[src/rtl/prio_pick_pkg.sv]
package prio_pick_pkg;
    localparam int PRIO_W = 8;
    localparam int ID_W   = 10;
    localparam logic [ID_W-1:0] ID_NONE = 10'd1023;

    typedef struct packed {
        logic            irq;
        logic            fiq;
        logic [ID_W-1:0] id;
    } pick_out_t;
endpackage

[src/rtl/prio_pick_cand.sv]
module prio_pick_cand #(
    parameter int NSRC   = 64,
    parameter int NCPU   = 8,
    parameter int PRIV   = 32,
    parameter int CPU_ID = 0
) (
    input  logic [NSRC-1:0]           en,
    input  logic [NSRC-1:0]           pend,
    input  logic [NSRC-1:0][NCPU-1:0] tgt,
    output logic [NSRC-1:0]           cand
);
    for (genvar g = 0; g < NSRC; g++) begin : g_src
        if (g < PRIV) begin : g_priv
            // private source: routing mask has no say
            assign cand[g] = en[g] & pend[g];
        end else begin : g_shared
            assign cand[g] = en[g] & pend[g] & tgt[g][CPU_ID];
        end
    end
endmodule

[src/rtl/prio_pick_scan.sv]
module prio_pick_scan
    import prio_pick_pkg::*;
#(
    parameter int NSRC = 64,
    localparam int IDX_W = (NSRC > 1) ? $clog2(NSRC) : 1
) (
    input  logic [NSRC-1:0]             cand,
    input  logic [NSRC-1:0][PRIO_W-1:0] prio,
    output logic                        win_vld,
    output logic [IDX_W-1:0]            win_idx,
    output logic [PRIO_W-1:0]           win_prio
);
    logic [PRIO_W:0]  best_p;
    logic [IDX_W-1:0] best_i;

    always_comb begin
        best_p = {1'b1, {PRIO_W{1'b0}}};
        best_i = '0;
        for (int i = 0; i < NSRC; i++) begin
            // strict compare keeps the earlier (lower) ID on ties
            if (cand[i] && ({1'b0, prio[i]} < best_p)) begin
                best_p = {1'b0, prio[i]};
                best_i = IDX_W'(i);
            end
        end
        win_vld  = ~best_p[PRIO_W];
        win_idx  = best_i;
        win_prio = best_p[PRIO_W-1:0];
    end
endmodule

[src/rtl/prio_pick.sv]
module prio_pick
    import prio_pick_pkg::*;
#(
    parameter int NSRC   = 64,
    parameter int NCPU   = 8,
    parameter int PRIV   = 32,
    parameter int CPU_ID = 0
) (
    input  logic                           clk,
    input  logic                           rst_n,
    input  logic [NSRC-1:0]                src_en,
    input  logic [NSRC-1:0]                src_pend,
    input  logic [NSRC-1:0]                src_grp,
    input  logic [NSRC-1:0][NCPU-1:0]      src_tgt,
    input  logic [NSRC-1:0][PRIO_W-1:0]    src_prio,
    input  logic [1:0]                     dist_grp_en,
    input  logic [1:0]                     cpu_grp_en,
    input  logic [PRIO_W-1:0]              prio_mask,
    input  logic [PRIO_W:0]                run_prio,
    input  logic                           fiq_en,
    output logic                           irq_o,
    output logic                           fiq_o,
    output logic [ID_W-1:0]                pend_id_o
);
    localparam int IDX_W = (NSRC > 1) ? $clog2(NSRC) : 1;

    logic [NSRC-1:0]   cand;
    logic              win_vld;
    logic [IDX_W-1:0]  win_idx;
    logic [PRIO_W-1:0] win_prio;
    logic              win_grp;
    pick_out_t         out_d, out_q;

    prio_pick_cand #(
        .NSRC(NSRC), .NCPU(NCPU), .PRIV(PRIV), .CPU_ID(CPU_ID)
    ) cand_i (
        .en(src_en), .pend(src_pend), .tgt(src_tgt), .cand(cand)
    );

    prio_pick_scan #(.NSRC(NSRC)) scan_i (
        .cand(cand), .prio(src_prio),
        .win_vld(win_vld), .win_idx(win_idx), .win_prio(win_prio)
    );

    assign win_grp = src_grp[win_idx];

    always_comb begin
        out_d.irq = 1'b0;
        out_d.fiq = 1'b0;
        out_d.id  = ID_NONE;
        if ((|dist_grp_en) && (|cpu_grp_en) && win_vld
            && (win_prio < prio_mask)) begin
            out_d.id = ID_W'(win_idx);
            if (({1'b0, win_prio} < run_prio)
                && dist_grp_en[win_grp] && cpu_grp_en[win_grp]) begin
                if (!win_grp && fiq_en) begin
                    out_d.fiq = 1'b1;
                end else begin
                    out_d.irq = 1'b1;
                end
            end
        end
    end

    always_ff @(posedge clk) begin
        if (!rst_n) begin
            out_q <= '{irq: 1'b0, fiq: 1'b0, id: ID_NONE};
        end else begin
            out_q <= out_d;
        end
    end

    assign irq_o     = out_q.irq;
    assign fiq_o     = out_q.fiq;
    assign pend_id_o = out_q.id;
endmodule

[config.mk]
export PLATFORM = sky130hd
export DESIGN_NAME = prio_pick
export DESIGN_NICKNAME = d
export VERILOG_FILES = /design/src/rtl/prio_pick_pkg.sv /design/src/rtl/prio_pick_cand.sv /design/src/rtl/prio_pick_scan.sv /design/src/rtl/prio_pick.sv
export SDC_FILE = /design/constraint.sdc
export NUM_CORES = 1
export LEC_CHECK = 0
export ABC_AREA = 1
export BUFFER_PORTS_ARGS = -buffer_cell sky130_fd_sc_hd__buf_2
export CORE_AREA = 4 4 479 481
export DETAILED_ROUTE_END_ITERATION = 10
export DIE_AREA = 0 0 483 485
export GPL_TIMING_DRIVEN = 0
export SYNTH_ARGS = -nofsm -noshare
export SYNTH_HDL_FRONTEND = slang
export SYNTH_HIERARCHICAL = 1
export SYNTH_SLANG_ARGS = --single-unit
export TNS_END_PERCENT = 10
[constraint.sdc]
create_clock -name clk -period 120.9 [get_ports clk]
set_clock_uncertainty 0.05 [all_clocks]
set_input_delay 12.09 -clock clk [delete_from_list [all_inputs] [get_ports clk]]
set_output_delay 12.09 -clock clk [all_outputs]
set_load 0.05 [all_outputs]
==> metrics, run 1 <==
CP Data Required Time=121.02 ns; outcome=completed; # clock sinks=9; Leak=18.47 nW; most frequent CP cell=nand2_1; register area share after synthesis=0.007365; Worst Tran Pin Value=1.047 ns; Total GRT Usage=0.1041; RSZ-0062 raised after global routing=no; first-pass GRT wire length=180600 um; Die ar.=234300 um^2; main flop type after synthesis=dfxtp_1; CP arrival=105.32 ns; Die X=483 um; # resized after CTS=0; crit end category=register; initial core utilization=0.1089; layout cells sized above 1=0.2917; I/O Buffers=771; post-layout util=0.1437; clk buf depth=2; Post-CTS Setup Bufs=0; CTS Hold Buffers Added=0; Pwr Density=28.22 nW/um^2; Hold Path Class=in -> reg; most frequent cell after synthesis=nand2_1; Yosys reg bits=9; Max-Cap Viols=0; final wirelength=127800 um; largest net degree at the start of global routing=11; DR DRC count=0; CP Max Fanout=10; Top Layer Used=met5; syn_nets=5905; largest area contributor in the netlist=nand2_1; Worst VDD drop=0.00001409 V; GPL Wtd Cong=0.9080; Via Count=28730; vias per inst=3.550; post-synth cell types=63; core area=224700 um^2; Yosys top cell area share=0.2074; Setup TNS Final=0 ns; Yosys warnings=6; cell row count=174; syn_area_per_cell=5.729 um^2; Crit path largest cell delay=0.81 ns; Slew Viols, Final=0; die span in y=485 um; post-DP HPWL=120100 um; Area Growth Syn to Fin=32.01%; setup violators final=0; Post-Synthesis Cells=4270; Hold Vio Cnt, Final=0; vias in the first global route=27530; Power Total=0.9113 mW; metal2 WL=67620 um; FMAX=9.506 MHz; Post-synth EDFFs=0; DRT met1 WL=50180 um; drt first-iter violations=1065; max_slew headroom=0.2944; Mapped Area=24460 um^2; Num CTS Buffers=3; CTS clock-pin slew for the worst setup and hold paths=0.08 ns; Startpoint Class=input pin; nets=6683; metal3 WL=6377 um; IO Pins=1252; CTS tree=built; top cells by count, synth=nand2_1 (1352), inv_1 (740), ha_1 (395); CP max stage cell=o21ai_0; antenna violation net count after detailed routing=0; Post-synth ARST share=0; min Tclk post-route=105.20 ns; H-tree levels=1; Synth area leaders=nand2_1 (21%), ha_1 (20%), inv_1 (11%); crit share post-route=0.8701; DR WL/cell=15.79 um; initial antenna violation count=66; WS Path Type=in -> reg; drt pass-1 iters=5; GRT Residual Overflow=0; Root Driver=clkbuf_16
-- registers in the layout, summed over array words and instances (netlist names) --
| register | cells |
|---|---|
| irq_o | 1 |
| pend_id_o | 7 |
| fiq_o | 1 |
-- report_power, final --
part / internal [mW] / switching (mW) / leakage, nW / total [mW]
logic: 0.315 / 0.585 / 18.4 / 0.900
registers: 0.00383 / 0.000208 / 0.0734 / 0.00404
clock network: 0.00452 / 0.00304 / 0.0385 / 0.00756
total: 0.323 / 0.588 / 18.5 / 0.911
-- worst paths after layout --
path                  start  endpoint  slack (ns)  cells past startpoint
setup / recovery  src_en[0]     irq_o       15.70                   1072
hold / removal       fiq_en     fiq_o       12.05                      3
-- stage by stage --
step / hold slack, ns / cell area [um^2] / instances / setup WS (ns)
finish: 12.05 / 32290 / 8093 / 15.70
floorplan: 12.21 / 24460 / 4270 / 33.53
global placement: 12.36 / 32070 / 8033 / 12.36
global route: 12.06 / 32260 / 8080 / 4.631
detailed placement: 12.36 / 32080 / 8035 / 13.82
CTS: 12.04 / 32160 / 8039 / 13.85
-- worst max-delay path, delay by kind of cell --
kind                       cells  cell delay (ns)
and+or+nand+nor              578            45.81
AOI/OAI and AO/OA            149            32.48
buffers and inverters        252            30.03
adders and majority gates     93            28.23
-- layout make-up --
class                   count  area [um^2]
clock buffers               4        78.83
diodes                     54        135.1
repair buffers            773         3874
multi-input cells        3307        19760
well taps                2992         3744
inverters                 874         3645
plain buffers              80        882.1
flip-flops and latches      9        180.2
fillers                 26500       192400
-- cell usage in the layout (no fill, tap or decap), types with 5 or more instances in the layout --
master	n
o31ai_1	7
or2_2	30
clkinv_1	18
diode_2	54
nand3_2	32
inv_4	21
o211a_2	8
nor2_2	52
nand3b_1	13
nand2_4	52
nor2_1	43
bufinv_8	19
nor3_1	16
a21oi_1	124
o21ai_1	49
buf_8	5
inv_1	740
buf_2	774
nand2_2	258
inv_2	61
clkinv_2	10
o21ai_0	340
buf_4	17
buf_6	28
ha_1	395
nand2_1	1352
o21ai_2	7
dfxtp_1	9
nand4_1	138
nor2_4	13
nand3_1	286
o211ai_1	20
clkbuf_1	5
nand3_4	35
clkbuf_8	22
-- logic make-up (layout without fill, tap and decap cells) --
| group | count (synthesis) | in the layout | synth area share |
|---|---|---|---|
| DFF | 9 | 9 | 0.007365 |
| and+or+nand+nor | 2331 | 2331 | 0.4761 |
| AOI/OAI and AO/OA | 581 | 581 | 0.1295 |
| other | 0 | 54 | 0 |
| adders and majority gates | 395 | 395 | 0.2020 |
| buffers and inverters | 954 | 1731 | 0.1850 |
-- per-layer routing --
layer  up-vias  global-route usage
met5         -                   0
met4        18             0.02860
met3       104             0.01426
met2       774              0.2027
met1     12540              0.1164
li1      15290                   -
Note: power is estimated with default switching activity, not from simulation.
==> run 2, diff against run 1 <==
REMOVE_ABC_BUFFERS = 1   (was not set)
==> run 2 against run 1 <==
  * Combinational power shrank 4.8%
  * Sequential share of layout area is essentially flat
  * Flip-flop and latch count is the same
  * Critical path depth is the same
  * Wire length shrank 4.1%
  * Hold slack gained 0.060 ns
  * Final area shrank 2.9%
  * Total power shrank 4.9%
  * Critical path type unchanged
  * Critical endpoint is now fiq_o
  * Largest power group unchanged
==> metrics, run 2 (synthesis gave the netlist of run 1 again) <==
outcome=completed; I/O Buffers=771; drt pass-1 iters=5; GPL Wtd Cong=0.9346; Max-Cap Viols=0; DR WL/cell=15.35 um; Die ar.=234300 um^2; H-tree levels=1; Pwr Density=27.63 nW/um^2; vias per inst=3.546; # resized after CTS=0; metal2 WL=66350 um; metal3 WL=5414 um; WS Path Type=in -> reg; initial antenna violation count=65; CTS Hold Buffers Added=0; Worst Setup EP=fiq_o; drt first-iter violations=1208; first-pass GRT wire length=173600 um; core area=224700 um^2; most frequent cells in the layout=nand2_1 (1352), buf_2 (771), inv_1 (740); RSZ-0062 raised after global routing=no; crit path from=src_en[0]; clk buf depth=2; Worst VDD drop=0.00002519 V; final wirelength=122600 um; min Tclk post-route=107.52 ns; Placed Cells=7957; Startpoint Class=input pin; most frequent CP cell=nand2_1; max_slew headroom=0.2960; crit end category=register; DRT met1 WL=48660 um; CTS tree=built; DR DRC count=0; layout cells sized above 1=0.2815; cell row count=174; Top Layer Used=met5; CP arrival=107.62 ns; Setup TNS Final=0 ns; antenna violation net count after detailed routing=0; GRT Residual Overflow=0; # clock sinks=9; post-DP HPWL=114600 um; Num CTS Buffers=3; FMAX=9.301 MHz; Area Growth Syn to Fin=28.24%; Post-CTS Setup Bufs=0; vias in the first global route=26880; Worst Tran Pin Value=1.045 ns; IO Pins=1252; initial core utilization=0.1089; die span in y=485 um; max reg flops=7; Slew Viols, Final=0; Hold Vio Cnt, Final=0; Die X=483 um; largest net degree at the start of global routing=34; Via Count=28330; Crit path largest cell delay=0.86 ns; CTS clock-pin slew for the worst setup and hold paths=0.04 ns; Total GRT Usage=0.09938; Root Driver=clkbuf_16; fin cells=7987; nets=6605; crit share post-route=0.8893; most common cell after layout, fill and taps aside=nand2_1; setup violators final=0; Hold Path Class=in -> reg; CP Max Fanout=21; CP Data Required Time=121.00 ns; CP max stage cell=o21ai_0; Leak=18.01 nW
run 2: cell count changes in the layout (fill, tap and decap cells not counted), moves of 3 or more:
| cell | change |
|---|---|
| o21ai_0 | -3 |
| buf_6 | -26 |
| clkbuf_1 | -4 |
| buf_8 | -5 |
| buf_2 | -3 |
| buf_4 | -15 |
| diode_2 | -28 |
| o21ai_1 | +3 |
| clkbuf_8 | -22 |
run 2: cell type report:
cell class	count	area (um^2)
inverter	874	3645
fill	26560	193300
clock buffer	4	78.83
sequential	9	180.2
antenna	26	65.06
timing repair buffer	775	3896
multi-input combinational	3307	19760
tap	2992	3744
run 2: power breakdown:
part | switching, mW | internal, mW | total (mW)
Clock | 0.00148 | 0.00441 | 0.00589
Sequential | 0.000286 | 0.00385 | 0.00414
Combinational | 0.562 | 0.294 | 0.857
run 2: how the worst min path moves through the flow:
stage	start	endpoint	cells after the start	slack [ns]
finish	fiq_en	fiq_o	3	12.11
global route	fiq_en	fiq_o	3	12.14
CTS	fiq_en	fiq_o	3	12.12
detailed placement	fiq_en	fiq_o	3	12.36
global placement	fiq_en	fiq_o	3	12.34
floorplan	fiq_en	fiq_o	2	12.21
run 2: critical path, delay by kind of cell:
| kind | cells | cell delay (ns) |
|---|---|---|
| fa+ha+maj | 97 | 29.43 |
| simple gates | 573 | 55.57 |
| buf+inv | 225 | 23.05 |
| compound gates | 177 | 38.78 |
run 2: layer usage:
metal,GRT usage,vias to the layer above
met2,0.2000,704
li1,-,15110
met4,0.01452,12
met1,0.1126,12390
met3,0.01064,108
met5,0,-
run 2: metrics by stage:
step                total power, mW  utilization  setup WS, ns  hold slack [ns]  cell area [um^2]
CTS                          0.9014       0.1393         11.28            12.12             31310
finish                       0.8669       0.1396         13.38            12.11             31370
global placement             0.8814       0.1388         9.962            12.34             31180
detailed placement           0.8918       0.1390         11.30            12.36             31230
floorplan                    0.6171            -         33.94            12.21             23580
global route                  1.013       0.1395        0.9867            12.14             31350
